### src/rtl/coll_stat_pkg.sv
package coll_stat_pkg;
  // default geometry: four counters of four bits, one 16-bit word
  localparam int unsigned LANES_DEF = 4;
  localparam int unsigned CNT_W_DEF = 4;
endpackage

### src/rtl/coll_nibble_cnt.sv
module coll_nibble_cnt #(
  parameter int unsigned CNT_W = 4
) (
  input  logic             clk,
  input  logic             rst,
  input  logic             clr_i,
  input  logic             inc_i,
  output logic [CNT_W-1:0] cnt_o,
  output logic             wrap_o
);
  localparam logic [CNT_W-1:0] CNT_MAX = '1;
  localparam logic [CNT_W-1:0] CNT_ONE = {{(CNT_W-1){1'b0}}, 1'b1};

  logic [CNT_W-1:0] cnt_q;

  // a wrap only happens on a real increment past the top value
  always_comb wrap_o = inc_i & ~clr_i & (cnt_q == CNT_MAX);

  always_ff @(posedge clk) begin
    if (rst) begin
      cnt_q <= '0;
    end else if (clr_i) begin
      cnt_q <= inc_i ? CNT_ONE : '0;
    end else if (inc_i) begin
      cnt_q <= cnt_q + CNT_ONE;
    end
  end

  assign cnt_o = cnt_q;
endmodule

### src/rtl/coll_roll_flag.sv
module coll_roll_flag #(
  parameter int unsigned LANES = 4
) (
  input  logic             clk,
  input  logic             rst,
  input  logic [LANES-1:0] wrap_i,
  input  logic             clr_i,
  input  logic             irq_en_i,
  output logic             flag_o,
  output logic             irq_o
);
  logic flag_q, flag_d, irq_q;

  always_comb begin
    if (clr_i) flag_d = 1'b0;
    else       flag_d = flag_q | (|wrap_i);
  end

  always_ff @(posedge clk) begin
    if (rst) begin
      flag_q <= 1'b0;
      irq_q  <= 1'b0;
    end else begin
      flag_q <= flag_d;
      irq_q  <= flag_d & irq_en_i;
    end
  end

  assign flag_o = flag_q;
  assign irq_o  = irq_q;
endmodule

### src/rtl/coll_stat_counter.sv
module coll_stat_counter #(
  parameter int unsigned LANES = coll_stat_pkg::LANES_DEF,
  parameter int unsigned CNT_W = coll_stat_pkg::CNT_W_DEF
) (
  input  logic                   clk,
  input  logic                   rst,
  input  logic [LANES-1:0]       evt_i,
  input  logic                   rd_stb_i,
  input  logic                   irq_en_i,
  output logic [LANES*CNT_W-1:0] rd_data_o,
  output logic                   roll_flag_o,
  output logic                   irq_o
);
  localparam int unsigned WORD_W = LANES * CNT_W;

  logic [WORD_W-1:0] cnt_flat;
  logic [LANES-1:0]  lane_wrap;
  logic [WORD_W-1:0] rd_data_q;

  for (genvar g = 0; g < LANES; g++) begin : g_lane
    coll_nibble_cnt #(.CNT_W(CNT_W)) u_cnt (
      .clk    (clk),
      .rst    (rst),
      .clr_i  (rd_stb_i),
      .inc_i  (evt_i[g]),
      .cnt_o  (cnt_flat[g*CNT_W +: CNT_W]),
      .wrap_o (lane_wrap[g])
    );
  end

  coll_roll_flag #(.LANES(LANES)) u_roll (
    .clk      (clk),
    .rst      (rst),
    .wrap_i   (lane_wrap),
    .clr_i    (rd_stb_i),
    .irq_en_i (irq_en_i),
    .flag_o   (roll_flag_o),
    .irq_o    (irq_o)
  );

  // snapshot register: loaded only by a read, held otherwise
  always_ff @(posedge clk) begin
    if (rst)           rd_data_q <= '0;
    else if (rd_stb_i) rd_data_q <= cnt_flat;
  end

  assign rd_data_o = rd_data_q;
endmodule

### config.mk
export PLATFORM = sky130hd
export DESIGN_NAME = coll_stat_counter
export DESIGN_NICKNAME = d
export VERILOG_FILES = /design/src/rtl/coll_stat_pkg.sv /design/src/rtl/coll_nibble_cnt.sv /design/src/rtl/coll_roll_flag.sv /design/src/rtl/coll_stat_counter.sv
export SDC_FILE = /design/constraint.sdc
export NUM_CORES = 1
export LEC_CHECK = 0
export CELL_PAD_IN_SITES_DETAIL_PLACEMENT = 1
export CELL_PAD_IN_SITES_GLOBAL_PLACEMENT = 1
export CORE_MARGIN = 4
export CORE_UTILIZATION = 42
export DETAILED_ROUTE_END_ITERATION = 6
export PLACE_DENSITY = 0.92
export SLEW_MARGIN = 40
export SYNTH_ARGS = -nofsm -noshare
export SYNTH_HDL_FRONTEND = slang
export SYNTH_HIERARCHICAL = 1
export SYNTH_SLANG_ARGS = --single-unit
### constraint.sdc
create_clock -name clk -period 3 [get_ports clk]
set_clock_uncertainty 0.05 [all_clocks]
set_input_delay 0.6 -clock clk [delete_from_list [all_inputs] [get_ports clk]]
set_output_delay 0.6 -clock clk [all_outputs]
set_load 0.01 [all_outputs]
==> results.cfg <==
[status]
status = finished clean

[worst_setup_path]
cp-start-kind = register
crit_chain = clkdlybuf4s50_1
cp_num_buf_inv = 1
cp_slowest_stage_delay_ps = 550
ff2ff_setup_slack_ps = 1700
crit_type = register to output pin
cp-end-kind = output pin
arrival_ps = 1260
worstPathRequired_ps = 2350
worstPathMaxFanout = 2
slowest_stage = clkdlybuf4s50_1
cp-endpoint = roll_flag_o
critPathTopFamily = buffers and inverters
cp-startpoint = u_roll/flag_o$_SDFF_PP0_
r2r_cells = 5
r2r_end = u_roll/flag_o$_SDFF_PP0_
r2r-start = g_lane[1].u_cnt/cnt_o[1]$_SDFFE_PP0P_
cp.depth = 1

[timing]
holdWs_ps = 460.5
slew_headroom = 0.6699
grt_setup_unrepaired = no
worstMarginPinSlew_ps = 495.2
maxSlewViolCount = 0
setup-tns-final_ps = 0
fmax_mhz = 523.8
finalHoldViolations = 0
period_minus_slack_ps = 1909
finalCritPeriodShare = 0.6364
finalSetupViolCount = 0

[min_path]
hold_depth = 2
hp-class = register to register

[detailed_routing]
avgViaCountPerCell = 5.010
wire_per_inst_um = 14.82
drc = 0
ant_nets = 0
vias = 1047
drt_iter0_drc = 35
first_pass_iters = 2
wl_um = 3097

[logic_synthesis]
muxShareOfSynthArea = 0.1455
synth_cell_types = 18
synth_top_family_by_area = simple AND/OR/NAND/NOR gates
syn-num-nets = 147
synth_top_area_cell = dfxtp_1
synth-simple-area-share = 0.2091
syn_area_per_cell_um2 = 10.19
synth_area_leaders = dfxtp_1, mux2i_1, nor2_1
synthCells = 135
ys_ff_latch = 34
synth_compound_area_frac = 0.009091
seq_area_frac_synth = 0.4945
syn_area_mm2 = 0.001376
synth-xor-area-share = 0.07636
synth_warnings = 6
yosys.area_share.adder = 0.03636
synth_top_area_share = 0.4945

[cts]
root_buffer = clkbuf_4
clock_path_buffers = 2
cts.clk_slew.worst_paths_ps = 100
cts_buffers = 5
cts_tree = done
htreeDepth = 2
cts.repair.resized = 0
cts_hold_buf = 0
cts_sinks = 34
clock_latency_ps = 330
post_cts_buffers = 0

[finish]
nNetsFinal = 176
final_cell_mix = dfxtp_1, clkdlybuf4s50_1, nor2_1
fillers = 369
area_growth_pct = 24.00
final_common_cell = dfxtp_1
diodes = 0
fin_cells = 209
drive_above_1_share = 0.07879

[floorplan]
die_height_um = 65.25
die_w_um = 65.25
core_mm2 = 0.003103
initial_core_util = 0.4435
ios = 26
num_rows = 20
die-area_mm2 = 0.004257

[pwr]
leakage_nw = 0.6571
power_mw = 0.8016
p_per_area_mw_per_mm2 = 469.7
ir_worst_vdd_v = 0.0002408

[placed_design]
dp_hpwl_um = 2195
gp_congestion = 0.7066
numPortBuffers = 25
place_inst = 201

[global_route]
grt_pass1_vias = 1135
grt_overflow = 0
grt_max_degree = 39
grt_util_all_layers = 0.1597
antenna_found_initial = 0
grt_pass1_wl_um = 5161

[run]
cap_violations = 0
-- report_power, final --
group	switching, mW	total (mW)	internal [mW]
Combinational	0.0353	0.0674	0.0321
Clock	0.152	0.265	0.114
Sequential	0.00835	0.469	0.461
Total	0.195	0.802	0.606
-- cells by family after synthesis --
family	after synthesis
AO/OA/AOI/OAI	2
flip-flops	34
multiplexers	20
AND/OR/NAND/NOR	59
XOR/XNOR	12
adder cells (fa/ha/maj)	4
buffers and inverters	4
-- cell usage after synthesis --
library cell	number
nor3_2	4
nand2_1	12
nand4_1	4
nor2_1	21
a211oi_1	1
a21oi_1	1
buf_6	1
mux2i_1	20
buf_2	1
xor2_1	8
buf_12	1
dfxtp_1	34
nor3_1	13
nor2b_1	4
xnor2_1	4
buf_1	1
ha_1	4
or3b_1	1
-- cell type report --
type	instances	area, µm²	area share
Sequential cell	34	680.7	0.3988
Multi-Input combinational cell	97	655.6	0.3842
Clock buffer	7	55.05	0.03226
Clock inverter	1	5.005	0.002933
Timing Repair Buffer	26	255.2	0.1496
Tap cell	44	55.05	0.03226
-- how the worst min path moves through the flow --
stage	slack [ps]	startpoint	endpoint
after global placement	420	rd_data_o[10]$_SDFFE_PP0P_	rd_data_o[10]$_SDFFE_PP0P_
final	460	rd_data_o[9]$_SDFFE_PP0P_	rd_data_o[9]$_SDFFE_PP0P_
after detailed placement	440	rd_data_o[2]$_SDFFE_PP0P_	rd_data_o[2]$_SDFFE_PP0P_
after CTS	470	rd_data_o[9]$_SDFFE_PP0P_	rd_data_o[9]$_SDFFE_PP0P_
after floorplan	460	g_lane[3].u_cnt/cnt_o[3]$_SDFFE_PP0P_	rd_data_o[15]$_SDFFE_PP0P_
after global routing	510	rd_data_o[13]$_SDFFE_PP0P_	rd_data_o[13]$_SDFFE_PP0P_
-- routing by layer --
layer  global-route usage  routed length, µm  up-vias  share of wire
li1                     -                  -      516              -
met1               0.1755               1369      499           0.44
met2               0.2731               1512       25           0.49
met3              0.04786                134        7          0.043
met4              0.08808                 80        0          0.026
met5                    0                  0        -              0
-- per-stage QoR --
step / utilization / cell area (µm²) / worst slack, ps
finish: 0.5500 / 1707 / 1091
global route: 0.5500 / 1707 / 1035
CTS: 0.5492 / 1704 / 1076
detailed placement: 0.5298 / 1644 / 912.1
global placement: 0.5298 / 1644 / 1039
floorplan: - / 1376 / 1768
-- state kept, by name, summed over array words and instances (netlist names) --
register            flops
g_lane.u_cnt/cnt_o     16
rd_data_o              16
u_roll/flag_o           1
u_roll/irq_o            1
-- worst register-to-register path: cells and delay by family, from the launching register on --
family | cells | cell delay, ps
and+or+nand+nor | 3 | 330
DFF | 1 | 400
AOI/OAI and AO/OA | 1 | 230
adders and majority gates | 1 | 210
No activity file was read; power rests on OpenSTA's default activity.
